==> config.mk <==
export PLATFORM = sky130hd
export DESIGN_NAME = sleep_wake_ctrl
export DESIGN_NICKNAME = d
export VERILOG_FILES = /design/src/rtl/swc_pkg.sv /design/src/rtl/swc_sync.sv /design/src/rtl/swc_pin_filter.sv /design/src/rtl/swc_regfile.sv /design/src/rtl/sleep_wake_ctrl.sv
export SDC_FILE = /design/constraint.sdc
export NUM_CORES = 1
export LEC_CHECK = 0
export BUFFER_PORTS_ARGS = -buffer_cell sky130_fd_sc_hd__clkbuf_2
export CORE_MARGIN = 5
export CORE_UTILIZATION = 40
export DETAILED_ROUTE_END_ITERATION = 12
export HOLD_SLACK_MARGIN = 0.08
export PLACE_DENSITY = 0.74
export SKIP_LAST_GASP = 1
export SYNTH_ARGS = -nofsm -noshare
export SYNTH_HDL_FRONTEND = slang
export SYNTH_HIERARCHICAL = 1
export SYNTH_SLANG_ARGS = --single-unit
==> constraint.sdc <==
create_clock -name clk -period 5.75 [get_ports clk]
set_input_delay 1.725 -clock clk [delete_from_list [all_inputs] [get_ports clk]]
set_output_delay 1.725 -clock clk [all_outputs]
set_load 0.1 [all_outputs]
==> src/rtl/swc_pkg.sv <==
package swc_pkg;
   localparam int unsigned REG_W    = 32;
   localparam logic [7:0]  SHDN_KEY = 8'hA5;
   localparam int unsigned KEY_LSB  = 24;
   localparam int unsigned OFS_CTRL = 0;
   localparam int unsigned OFS_MODE = 4;
   localparam int unsigned OFS_STAT = 8;
   localparam int unsigned HOLD_LSB = 4;
   localparam int unsigned EVT_LSB  = 16;
   localparam int unsigned MAX_EVT  = 8;

   typedef enum logic [2:0] {
      PIN_IGNORE = 3'd0,
      PIN_HIGH   = 3'd1,
      PIN_LOW    = 3'd2,
      PIN_TOGGLE = 3'd3
   } pin_mode_e;
endpackage

==> src/rtl/swc_sync.sv <==
module swc_sync #(
   parameter int unsigned STAGES  = 2,
   parameter logic        RST_VAL = 1'b0
) (
   input  logic clk,
   input  logic rst,
   input  logic d,
   output logic q
);
   generate
      if (STAGES < 2) begin : g_bad_stages
         $error("swc_sync: STAGES must be at least 2");
      end
   endgenerate

   logic [STAGES-1:0] chain_q;

   always_ff @(posedge clk) begin
      if (rst) chain_q <= {STAGES{RST_VAL}};
      else     chain_q <= {chain_q[STAGES-2:0], d};
   end

   assign q = chain_q[STAGES-1];
endmodule

==> src/rtl/swc_pin_filter.sv <==
module swc_pin_filter
   import swc_pkg::*;
#(
   parameter int unsigned HOLD_W = 4
) (
   input  logic              clk,
   input  logic              rst,
   input  logic              pin_s,
   input  logic              down,
   input  logic [2:0]        mode,
   input  logic [HOLD_W-1:0] hold,
   output logic              hit
);
   generate
      if (HOLD_W < 1) begin : g_bad_hold
         $error("swc_pin_filter: HOLD_W must be positive");
      end
   endgenerate

   logic              ref_q;
   logic [HOLD_W-1:0] run_q;
   logic              cond;

   always_comb begin
      case (mode)
         PIN_HIGH:   cond = pin_s;
         PIN_LOW:    cond = ~pin_s;
         PIN_TOGGLE: cond = pin_s ^ ref_q;
         default:    cond = 1'b0;
      endcase
   end

   assign hit = down && cond && (run_q >= hold);

   always_ff @(posedge clk) begin
      if (rst) begin
         ref_q <= 1'b0;
         run_q <= '0;
      end else begin
         if (!down) ref_q <= pin_s;
         if (!down || !cond)  run_q <= '0;
         else if (run_q < hold) run_q <= run_q + 1'b1;
      end
   end
endmodule

==> src/rtl/swc_regfile.sv <==
module swc_regfile
   import swc_pkg::*;
#(
   parameter int unsigned ADDR_W  = 4,
   parameter int unsigned HOLD_W  = 4,
   parameter int unsigned NUM_EVT = 2
) (
   input  logic               clk,
   input  logic               rst,
   input  logic               bus_sel,
   input  logic               bus_wr,
   input  logic [ADDR_W-1:0]  bus_addr,
   input  logic [REG_W-1:0]   bus_wdata,
   output logic [REG_W-1:0]   bus_rdata,
   input  logic               down,
   input  logic               pin_hit,
   input  logic [NUM_EVT-1:0] evt_in,
   output logic               shdn_req,
   output logic               wake,
   output logic [2:0]         pin_mode,
   output logic [HOLD_W-1:0]  hold,
   output logic [NUM_EVT-1:0] evt_en,
   output logic [NUM_EVT:0]   flags
);
   generate
      if (ADDR_W < 4) begin : g_bad_addr
         $error("swc_regfile: ADDR_W must be at least 4");
      end
      if (HOLD_W > 4) begin : g_bad_hold
         $error("swc_regfile: HOLD_W must not exceed 4");
      end
      if (NUM_EVT < 1 || NUM_EVT > MAX_EVT) begin : g_bad_evt
         $error("swc_regfile: NUM_EVT out of range");
      end
   endgenerate

   localparam logic [ADDR_W-1:0] A_CTRL = ADDR_W'(OFS_CTRL);
   localparam logic [ADDR_W-1:0] A_MODE = ADDR_W'(OFS_MODE);
   localparam logic [ADDR_W-1:0] A_STAT = ADDR_W'(OFS_STAT);

   logic [2:0]         pmode_q;
   logic [HOLD_W-1:0]  hold_q;
   logic [NUM_EVT-1:0] een_q;
   logic               pin_flag_q;
   logic [NUM_EVT-1:0] evt_flag;
   logic [NUM_EVT-1:0] evt_hit;
   logic               wr_mode, rd_stat;
   logic               unused_wdata;

   assign unused_wdata = ^bus_wdata;
   assign wr_mode  = bus_sel && bus_wr && (bus_addr == A_MODE);
   assign rd_stat  = bus_sel && !bus_wr && (bus_addr == A_STAT);
   assign shdn_req = bus_sel && bus_wr && (bus_addr == A_CTRL)
                  && (bus_wdata[KEY_LSB +: 8] == SHDN_KEY) && bus_wdata[0];

   always_ff @(posedge clk) begin
      if (rst) begin
         pmode_q <= '0;
         hold_q  <= '0;
         een_q   <= '0;
      end else if (wr_mode) begin
         pmode_q <= bus_wdata[2:0];
         hold_q  <= bus_wdata[HOLD_LSB +: HOLD_W];
         een_q   <= bus_wdata[EVT_LSB +: NUM_EVT];
      end
   end

   always_ff @(posedge clk) begin
      if (rst)          pin_flag_q <= 1'b0;
      else if (pin_hit) pin_flag_q <= 1'b1;
      else if (rd_stat) pin_flag_q <= 1'b0;
   end

   generate
      for (genvar i = 0; i < NUM_EVT; i++) begin : g_evt
         logic flag_q;
         assign evt_hit[i] = down && een_q[i] && evt_in[i];
         always_ff @(posedge clk) begin
            if (rst)             flag_q <= 1'b0;
            else if (evt_hit[i]) flag_q <= 1'b1;
            else if (rd_stat)    flag_q <= 1'b0;
         end
         assign evt_flag[i] = flag_q;
      end
   endgenerate

   assign wake     = pin_hit || (|evt_hit);
   assign pin_mode = pmode_q;
   assign hold     = hold_q;
   assign evt_en   = een_q;
   assign flags    = {evt_flag, pin_flag_q};

   always_comb begin
      bus_rdata = '0;
      if (bus_sel && !bus_wr) begin
         if (bus_addr == A_MODE) begin
            bus_rdata[2:0]                 = pmode_q;
            bus_rdata[HOLD_LSB +: HOLD_W]  = hold_q;
            bus_rdata[EVT_LSB +: NUM_EVT]  = een_q;
         end else if (bus_addr == A_STAT) begin
            bus_rdata[0]                   = pin_flag_q;
            bus_rdata[EVT_LSB +: NUM_EVT]  = evt_flag;
         end
      end
   end
endmodule

==> src/rtl/sleep_wake_ctrl.sv <==
module sleep_wake_ctrl
   import swc_pkg::*;
#(
   parameter int unsigned ADDR_W      = 4,
   parameter int unsigned HOLD_W      = 4,
   parameter int unsigned NUM_EVT     = 2,
   parameter int unsigned SYNC_STAGES = 2
) (
   input  logic               clk,
   input  logic               rst,
   input  logic               bus_sel,
   input  logic               bus_wr,
   input  logic [ADDR_W-1:0]  bus_addr,
   input  logic [31:0]        bus_wdata,
   output logic [31:0]        bus_rdata,
   input  logic               wake_pin,
   input  logic [NUM_EVT-1:0] evt_in,
   output logic               shdn_o
);
   logic               pin_s, pin_hit, shdn_req, wake, shdn_q;
   logic [2:0]         pin_mode;
   logic [HOLD_W-1:0]  hold;
   logic [NUM_EVT-1:0] evt_en;
   logic [NUM_EVT:0]   flags;
   logic               unused_obs;

   assign unused_obs = ^{evt_en, flags};

   swc_sync #(.STAGES(SYNC_STAGES), .RST_VAL(1'b0)) u_sync (
      .clk (clk),
      .rst (rst),
      .d   (wake_pin),
      .q   (pin_s)
   );

   swc_pin_filter #(.HOLD_W(HOLD_W)) u_pin (
      .clk   (clk),
      .rst   (rst),
      .pin_s (pin_s),
      .down  (shdn_q),
      .mode  (pin_mode),
      .hold  (hold),
      .hit   (pin_hit)
   );

   swc_regfile #(.ADDR_W(ADDR_W), .HOLD_W(HOLD_W), .NUM_EVT(NUM_EVT)) u_regs (
      .clk       (clk),
      .rst       (rst),
      .bus_sel   (bus_sel),
      .bus_wr    (bus_wr),
      .bus_addr  (bus_addr),
      .bus_wdata (bus_wdata),
      .bus_rdata (bus_rdata),
      .down      (shdn_q),
      .pin_hit   (pin_hit),
      .evt_in    (evt_in),
      .shdn_req  (shdn_req),
      .wake      (wake),
      .pin_mode  (pin_mode),
      .hold      (hold),
      .evt_en    (evt_en),
      .flags     (flags)
   );

   always_ff @(posedge clk) begin
      if (rst)                 shdn_q <= 1'b0;
      else if (shdn_q && wake) shdn_q <= 1'b0;
      else if (shdn_req)       shdn_q <= 1'b1;
   end

   assign shdn_o = shdn_q;
endmodule

==> results of run 1 <==
==> placed cells by master (no fill, tap or decap), types with 3 or more instances in the layout <==
| master | n |
|---|---|
| sky130_fd_sc_hd__dfxtp_1 | 20 |
| sky130_fd_sc_hd__and2_1 | 6 |
| sky130_fd_sc_hd__nand2b_1 | 20 |
| sky130_fd_sc_hd__nor2b_1 | 3 |
| sky130_fd_sc_hd__inv_1 | 6 |
| sky130_fd_sc_hd__o31ai_1 | 4 |
| sky130_fd_sc_hd__clkbuf_2 | 28 |
| sky130_fd_sc_hd__conb_1 | 23 |
| sky130_fd_sc_hd__nand3_1 | 4 |
| sky130_fd_sc_hd__mux2i_1 | 10 |
| sky130_fd_sc_hd__buf_4 | 9 |
| sky130_fd_sc_hd__clkbuf_4 | 3 |
| sky130_fd_sc_hd__a22o_1 | 3 |
| sky130_fd_sc_hd__o21ai_0 | 4 |
| sky130_fd_sc_hd__ha_1 | 5 |
| sky130_fd_sc_hd__a21oi_1 | 8 |
==> final timing paths <==
check / from / endpoint / slack [ns] / cells after the start
min: u_sync/chain_q[0] / u_sync/chain_q[1] / 0.46 / 1
min reg2reg: u_sync/chain_q[0] / u_sync/chain_q[1] / 0.46 / 1
max reg2reg: u_regs/hold[1] / u_pin/run_q[2] / 3.99 / 6
max: bus_addr[1] / bus_rdata[0] / 0.53 / 5
==> metrics by stage <==
step	instance area (sq um)	worst slack, ns	hold slack, ns	cells	utilization (%)
2_1_floorplan	1410	0.536	0.414	169	-
3_3_place_gp	1480	0.535	0.419	226	45.2
3_5_place_dp	1480	0.530	0.433	226	45.2
4_1_cts	1540	0.528	0.461	230	46.8
5_1_grt	1540	0.424	0.479	230	46.8
6_report	1540	0.532	0.457	230	46.8
==> metal layers <==
metal / track usage, % / share of wire [%] / routed length [um]
met5: 0 / 0 / 0
met3: 3.33 / 6.6 / 161
met1: 15.1 / 48 / 1170
met4: 3.04 / 1.1 / 26
met2: 16.8 / 45 / 1100
==> power breakdown <==
group / internal, mW / switching (mW)
Combinational: 0.0124 / 0.0754
Sequential: 0.140 / 0.000751
Clock: 0.0704 / 0.0425
Total: 0.223 / 0.119
==> flip-flops by register name, summed over array words and instances (netlist names) <==
| signal | flops |
|---|---|
| u_regs/hold | 4 |
| u_regs/evt_en | 2 |
| shdn_o | 1 |
| u_regs/pin_flag_q | 1 |
| u_pin/ref_q | 1 |
| u_pin/run_q | 4 |
| u_sync/chain_q | 2 |
| u_regs/g_evt.flag_q | 2 |
| u_regs/pin_mode | 3 |
==> final cells by class <==
type / count / area [sq um]
timing repair buffer: 37 / 208
clock inverter: 1 / 30.0
clock buffer: 3 / 22.5
inverter: 7 / 27.5
sequential: 20 / 400
fill: 332 / 1750
multi-input combinational: 116 / 791
tap: 46 / 57.6
==> run_results.csv, run 1 <==
group,metric,value,unit
die,floorplan.core_area,3280,sq um
setup_path,timing_worst_setup_path_type,"input pin to output pin",
sta,max_clock_freq,0.192,GHz
setup_path,critical_path.max_fanout,9,
sta,setup-tns-final,0,ns
global_route,grt.total_usage,11.1,%
detailed_routing,detail_route.wl_per_cell,10.7,um
cts,cts_buffer_depth,2,
finish,layout-drive-gt1-share,25.0,%
min_path,holdCritPathClass,"flop to flop",
detailed_routing,avgViaCountPerCell,4.58,
cts,postCtsSetupBuffers,0,
die,floorplan.die.width,67.6,um
cts,h_tree_depth_reported_by_cts,1,
global_route,grt_pass1_vias,889,
flow_run,drv_cap,0,
detailed_routing,detailedRoute.firstIterationViolations,43,
sta,worst_case_clock_skew,0.00751,ns
finish,flow.area_growth_from_synthesis,15.7,%
sta,timing.final.setup_violations,0,
global_route,pin_count_of_the_biggest_net_entering_global_routing,27,
cts,clk_root_buffer_cell,"sky130_fd_sc_hd__clkbuf_4",
status,outcome,"complete, no violations",
cts,cts_tree,"done",
die,std_cell_rows,21,
cts,clock_latency_on_the_worst_skew_pair,0.30,ns
sta,report.final.hold_viol_count,0,
sta,layout_min_cycle_time,5.22,ns
logic_synthesis,syn_area,1330,sq um
cts,cts.sinks,20,
logic_synthesis,synthesis.yosys.warnings,6,
cts,numCtsBuffers,3,
finish,antenna-diode-count,0,
setup_path,path_delay_family,"simple AND/OR/NAND/NOR gates",
sta,final_min_period_over_clock_period,90.7,%
finish,final_nets,233,
detailed_routing,antenna_left,0,
detailed_routing,drt_drc_violations_left,0,
cts,cts.hold.buffers_added,0,
place,numPortBuffers,37,
power_and_ir_drop,total_power,0.341,mW
power_and_ir_drop,worst_voltage_drop_across_the_vdd_grid,0.156,mV
global_route,globalRoute.totalOverflow,0,
setup_path,worst-endpoint-arrival,3.49,ns
global_route,global_route_wire_length_before_repair,3.93,mm
setup_path,cp_slowest_stage_delay,0.70,ns
place,gp_congestion,0.725,
power_and_ir_drop,static-leakage-power,0.653,nW
sta,timing_worst_slew_pin_value,0.541,ns
detailed_routing,route.vias.total,1054,
sta,rsz0062_at_grt,"false",
detailed_routing,drt_wl_total,2.45,mm
setup_path,worst_setup_path_end_kind,"output pin",
setup_path,timing.critical_path.slowest_stage_cell,"sky130_fd_sc_hd__or4b_1",
setup_path,cp-start-kind,"input pin",
setup_path,worst_ep_required_time,4.03,ns
die,floorplan.die_area,4570,sq um
die,initial_core_util,40.4,%
setup_path,worst-path-buf-inv,2,
logic_synthesis,synth_area_per_cell,9.03,sq um
cts,clkTransAtPathRegs,0.11,ns
die,io_pins,76,
sta,maxSlewHeadroom,64.1,%
sta,final_max_slew_viol_count,0,
detailed_routing,first_pass_iters,4,
setup_path,crit_chain,"clkbuf_2 -> or4b_1 -> nor3b_4 -> a22o_1 -> buf_4",
global_route,grt_antenna_before_repair,0,
cts,cts_resized,0,
power_and_ir_drop,power_density,222,nW/um^2
die,die_y,67.6,um
logic_synthesis,postSynthCellCount,147,
No activity file was read; power rests on OpenSTA's default activity.
==> run 2: changes to the inputs <==
--- a/config.mk
+++ b/config.mk
@@ -5,12 +5,12 @@
 export SDC_FILE = /design/constraint.sdc
 export NUM_CORES = 1
 export LEC_CHECK = 0
-export BUFFER_PORTS_ARGS = -buffer_cell sky130_fd_sc_hd__clkbuf_2
 export CORE_MARGIN = 5
-export CORE_UTILIZATION = 40
+export CORE_UTILIZATION = 55
 export DETAILED_ROUTE_END_ITERATION = 12
+export DONT_BUFFER_PORTS = 1
 export HOLD_SLACK_MARGIN = 0.08
-export PLACE_DENSITY = 0.74
+export PLACE_DENSITY = 0.7
 export SKIP_LAST_GASP = 1
 export SYNTH_ARGS = -nofsm -noshare
 export SYNTH_HDL_FRONTEND = slang
==> run_results.csv, run 2 (same netlist as run 1, synthesis figures left out) <==
group,metric,value,unit
cts,h_tree_depth_reported_by_cts,1,
cts,cts.sinks,20,
finish,final_common_cell,"sky130_fd_sc_hd__conb_1",
detailed_routing,route.vias.total,983,
flow_run,drv_cap,0,
place,dp.final_hpwl,2.05,mm
detailed_routing,avgViaCountPerCell,5.31,
die,floorplan.die_area,3500,sq um
sta,final_min_period_over_clock_period,88.1,%
sta,timing.final.setup_violations,0,
cts,clkTransAtPathRegs,0.11,ns
detailed_routing,drt_wl_total,2.60,mm
finish,flow.area_growth_from_synthesis,2.83,%
cts,postCtsSetupBuffers,0,
cts,cts_tree,"done",
finish,antenna-diode-count,0,
finish,final_cell_mix,"sky130_fd_sc_hd__conb_1, sky130_fd_sc_hd__dfxtp_1, sky130_fd_sc_hd__nand2b_1, sky130_fd_sc_hd__buf_4, sky130_fd_sc_hd__mux2i_1",
detailed_routing,antenna_left,0,
finish,layout-drive-gt1-share,12.1,%
setup_path,reg2reg_depth,6,
min_path,holdCritPathClass,"flop to flop",
setup_path,worst_ep_required_time,4.03,ns
sta,layout_min_cycle_time,5.06,ns
global_route,grt.total_usage,14.5,%
global_route,grt_antenna_before_repair,0,
cts,cts_buffer_depth,2,
die,floorplan.core_area,2250,sq um
power_and_ir_drop,power_density,218,nW/um^2
place,dp.cells,181,
cts,cts.hold.buffers_added,0,
place,numPortBuffers,0,
finish,fillers,199,
sta,final_max_slew_viol_count,0,
finish,final_area,1370,sq um
setup_path,worst_setup_path_end_kind,"output pin",
sta,max_clock_freq,0.198,GHz
die,io_pins,76,
cts,clk_root_buffer_cell,"sky130_fd_sc_hd__clkbuf_4",
sta,setup-tns-final,0,ns
global_route,globalRoute.totalOverflow,0,
detailed_routing,detail_route.wl_per_cell,14.0,um
die,die_y,59.1,um
sta,worst_case_clock_skew,0.00575,ns
die,floorplan.die.width,59.1,um
status,outcome,"complete, no violations",
finish,final_nets,206,
setup_path,cp-start-kind,"input pin",
power_and_ir_drop,static-leakage-power,0.535,nW
cts,cts_resized,0,
sta,rsz0062_at_grt,"false",
sta,report.final.hold_viol_count,0,
detailed_routing,first_pass_iters,5,
setup_path,critical_path.max_fanout,9,
setup_path,timing_worst_setup_path_type,"input pin to output pin",
die,initial_core_util,58.9,%
global_route,grt_pass1_vias,939,
detailed_routing,drt_drc_violations_left,0,
power_and_ir_drop,worst_voltage_drop_across_the_vdd_grid,0.142,mV
global_route,pin_count_of_the_biggest_net_entering_global_routing,27,
finish,fin_cells,185,
detailed_routing,detailedRoute.firstIterationViolations,34,
place,gp_congestion,0.750,
setup_path,worst-endpoint-arrival,3.34,ns
global_route,global_route_wire_length_before_repair,3.93,mm
place,detailed_place.area,1330,sq um
min_path,timing.hold.worst_path_depth,1,
cts,clock_latency_on_the_worst_skew_pair,0.30,ns
cts,numCtsBuffers,3,
die,std_cell_rows,17,
## run 2: cell types whose count changed in the layout (fill, tap and decap cells not counted), sizes merged
| cell | before | now |
|---|---|---|
| buf | 9 | 10 |
| bufinv | 1 | 0 |
| clkbuf | 31 | 4 |
## run 2: cell type report
| class | instances | area [sq um] | share of cell area [%] |
|---|---|---|---|
| clock buffer | 4 | 36.3 | 2.66 |
| multi-input combinational | 116 | 791 | 57.9 |
| timing repair buffer | 10 | 75.1 | 5.50 |
| tap | 28 | 35.0 | 2.57 |
| sequential | 20 | 400 | 29.3 |
| inverter | 7 | 27.5 | 2.02 |
## run 2: per-layer routing
metal / wire, um / vias up / global-route usage (%)
li1: - / 487 / -
met1: 1030 / 452 / 15.6
met5: 0 / - / 0
met4: 12 / 0 / 1.94
met2: 1330 / 42 / 27.4
met3: 228 / 2 / 5.45
## run 2: final timing paths
path,start,end,slack [ns]
worst min-delay path,u_sync/chain_q[0],u_sync/chain_q[1],0.45
worst max register to register,u_regs/hold[3],u_pin/run_q[3],3.97
worst min register to register,u_sync/chain_q[0],u_sync/chain_q[1],0.45
worst max-delay path,bus_addr[1],bus_rdata[17],0.69
## run 2: power breakdown
group	switching, mW	leakage, nW	internal [mW]
combinational	0.0695	0.352	0.00620
sequential	0.000767	0.162	0.140
clock	0.0427	0.0210	0.0386
## run 2: through the flow
stage / util (%) / worst slack (ns) / power (mW) / hold slack, ns
finish: 60.5 / 0.687 / 0.298 / 0.448
global route: 60.5 / 0.607 / 0.307 / 0.467
CTS: 60.5 / 0.682 / 0.299 / 0.450
detailed placement: 58.9 / 0.680 / 0.219 / 0.427
global placement: 58.9 / 0.700 / 0.218 / 0.420
floorplan: - / 0.536 / 0.231 / 0.414
## run 2: worst max-delay path: stages
cell	delay (ns)
sky130_fd_sc_hd__or4b_1	0.69
sky130_fd_sc_hd__nor3b_4	0.42
sky130_fd_sc_hd__a22o_1	0.21
sky130_fd_sc_hd__buf_4	0.29
==> run 3: changes to the inputs <==
--- a/config.mk
+++ b/config.mk
@@ -5,6 +5,7 @@
 export SDC_FILE = /design/constraint.sdc
 export NUM_CORES = 1
 export LEC_CHECK = 0
+export ABC_AREA = 1
 export CORE_MARGIN = 5
 export CORE_UTILIZATION = 55
 export DETAILED_ROUTE_END_ITERATION = 12
@@ -14,5 +15,4 @@
 export SKIP_LAST_GASP = 1
 export SYNTH_ARGS = -nofsm -noshare
 export SYNTH_HDL_FRONTEND = slang
-export SYNTH_HIERARCHICAL = 1
 export SYNTH_SLANG_ARGS = --single-unit
==> run_results.csv, run 3 <==
group,metric,value,unit
logic_synthesis,synth-edff-count,0,
cts,cts.hold.buffers_added,0,
sta,timing.final.setup_violations,0,
sta,timing_worst_slew_pin_value,0.501,ns
global_route,grt_antenna_before_repair,0,
global_route,grt.total_usage,14.8,%
sta,final_max_slew_viol_count,0,
logic_synthesis,seq_area_frac_synth,32.1,%
logic_synthesis,synth_area_leader_cell,"sky130_fd_sc_hd__dfxtp_1",
detailed_routing,detailedRoute.firstIterationViolations,24,
finish,final_nets,241,
setup_path,cp_slowest_stage_delay,0.32,ns
setup_path,worst_ep_required_time,4.03,ns
setup_path,critical_path.max_fanout,9,
sta,rsz0062_at_grt,"false",
setup_path,worst_setup_path_startpoint,"bus_addr[1]",
logic_synthesis,synth_top_area_share,32.1,%
global_route,pin_count_of_the_biggest_net_entering_global_routing,19,
setup_path,timing.critical_path.slowest_stage_cell,"sky130_fd_sc_hd__buf_4",
sta,setup-tns-final,0,ns
finish,ff_latch_area,400,sq um
detailed_routing,drt_wl_total,2.43,mm
detailed_routing,drt_drc_violations_left,0,
logic_synthesis,postSynth.asyncResetShare,0,%
cts,cts_buffer_depth,2,
setup_path,worst-path-buf-inv,1,
die,die_y,57.6,um
die,floorplan.die_area,3320,sq um
setup_path,worst-endpoint-arrival,2.88,ns
die,initial_core_util,56.9,%
setup_path,worst_setup_path_end_kind,"output pin",
place,dp.final_hpwl,1.98,mm
setup_path,cp-start-kind,"input pin",
place,numPortBuffers,0,
detailed_routing,avgViaCountPerCell,4.71,
logic_synthesis,synth_area_per_cell,6.89,sq um
sta,worst_case_clock_skew,0.00359,ns
logic_synthesis,ys.flop_type,"sky130_fd_sc_hd__dfxtp_1",
die,io_pins,76,
global_route,globalRoute.totalOverflow,0,
logic_synthesis,synth_register_bits,20,
setup_path,path_delay_family,"simple AND/OR/NAND/NOR gates",
finish,final_cell_mix,"sky130_fd_sc_hd__nand2_1, sky130_fd_sc_hd__inv_1, sky130_fd_sc_hd__conb_1, sky130_fd_sc_hd__dfxtp_1, sky130_fd_sc_hd__a21oi_1",
setup_path,crit_chain,"nor2_2 -> nand2_2 -> nor2_4 -> nand2_1 -> o22ai_2 -> buf_4",
detailed_routing,detail_route.wl_per_cell,11.0,um
setup_path,timing_worst_setup_path_type,"input pin to output pin",
min_path,min-delay-start,"u_sync.chain_q[0]",
detailed_routing,route.vias.total,1036,
sta,report.final.hold_viol_count,0,
cts,postCtsSetupBuffers,0,
finish,multi_input_comb_area,658,sq um
min_path,holdCritPathClass,"flop to flop",
global_route,global_route_wire_length_before_repair,3.98,mm
detailed_routing,first_pass_iters,3,
cts,clock_latency_on_the_worst_skew_pair,0.29,ns
detailed_routing,antenna_left,0,
die,std_cell_rows,17,
flow_run,drv_cap,0,
cts,cts.sinks,20,
logic_synthesis,yosys-top-cells-area,"sky130_fd_sc_hd__dfxtp_1, sky130_fd_sc_hd__buf_4, sky130_fd_sc_hd__nand2_1",
logic_synthesis,synth.most_common_cell,"sky130_fd_sc_hd__nand2_1",
logic_synthesis,postSynthCellCount,181,
cts,clk_root_buffer_cell,"sky130_fd_sc_hd__clkbuf_4",
finish,flow.area_growth_from_synthesis,6.02,%
logic_synthesis,synth_common_cells,"sky130_fd_sc_hd__nand2_1, sky130_fd_sc_hd__inv_1, sky130_fd_sc_hd__buf_4",
cts,h_tree_depth_reported_by_cts,1,
sta,final_min_period_over_clock_period,80.1,%
die,floorplan.die.width,57.6,um
cts,numCtsBuffers,3,
finish,final_common_cell,"sky130_fd_sc_hd__nand2_1",
logic_synthesis,syn_area,1250,sq um
die,floorplan.core_area,2190,sq um
power_and_ir_drop,static-leakage-power,0.636,nW
sta,layout_min_cycle_time,4.60,ns
finish,fillers,212,
finish,layout-drive-gt1-share,15.6,%
cts,clkTransAtPathRegs,0.11,ns
setup_path,reg_to_reg_start,"u_regs.hold[3]",
finish,antenna-diode-count,0,
cts,cts_resized,0,
status,outcome,"complete, no violations",
power_and_ir_drop,total_power,0.298,mW
logic_synthesis,yosysUniqueCellTypes,24,
cts,cts_tree,"done",
sta,maxSlewHeadroom,66.6,%
power_and_ir_drop,worst_voltage_drop_across_the_vdd_grid,0.142,mV
logic_synthesis,synthesis.yosys.warnings,0,
sta,max_clock_freq,0.217,GHz
place,gp_congestion,0.761,
global_route,grt_pass1_vias,1014,
power_and_ir_drop,power_density,226,nW/um^2
[run 3: per-stage QoR]
stage	setup WS, ns	std cells	area, sq um	hold WS (ns)	utilization [%]
after global routing	1.02	220	1320	0.431	60.3
after global placement	1.18	216	1280	0.395	58.7
after floorplan	0.318	203	1330	0.388	-
after CTS	1.14	220	1320	0.410	60.3
final	1.15	220	1320	0.408	60.3
after detailed placement	1.15	216	1280	0.394	58.7
[run 3: cell families after synthesis]
group	Yosys count	synth area share (%)
buffers and inverters	56	24.4
flip-flops	20	32.1
other	1	0.301
AO/OA/AOI/OAI	29	12.8
AND/OR/NAND/NOR	69	24.7
XOR/XNOR	1	0.703
adder cells (fa/ha/maj)	5	5.02
[run 3: metal layers]
layer | up-vias | GRT usage (%) | wire length (um)
met1 | 459 | 16.2 | 924
met4 | 0 | 6.29 | 16
li1 | 544 | - | -
met3 | 2 | 2.94 | 188
met2 | 31 | 27.3 | 1300
met5 | - | 0 | 0
[run 3: cell type report]
class	count	area share (%)
tap	28	2.65
inverter	31	8.81
clock buffer	4	2.75
sequential	20	30.3
timing repair buffer	10	5.68
multi-input combinational	127	49.8
[run 3: worst paths after layout]
path / end / slack, ns / cells after the start
worst max-delay path: bus_rdata[16] / 1.15 / 6
worst min-delay path: u_sync.chain_q[1] / 0.41 / 2
worst max register to register: u_pin.run_q[3] / 4.18 / 8
worst min register to register: u_sync.chain_q[1] / 0.41 / 2
[run 3: power breakdown]
part	leakage, nW	internal (mW)	switching, mW
logic	0.453	0.00423	0.0736
registers	0.162	0.140	0.000719
clock network	0.0210	0.0385	0.0412
total	0.636	0.183	0.115
[run 3: tightest hold or removal path, cell delays in order, from the launching register on]
cell and delay (ns):
sky130_fd_sc_hd__dfxtp_1 0.31, sky130_fd_sc_hd__inv_1 0.04, sky130_fd_sc_hd__nor2_1 0.03
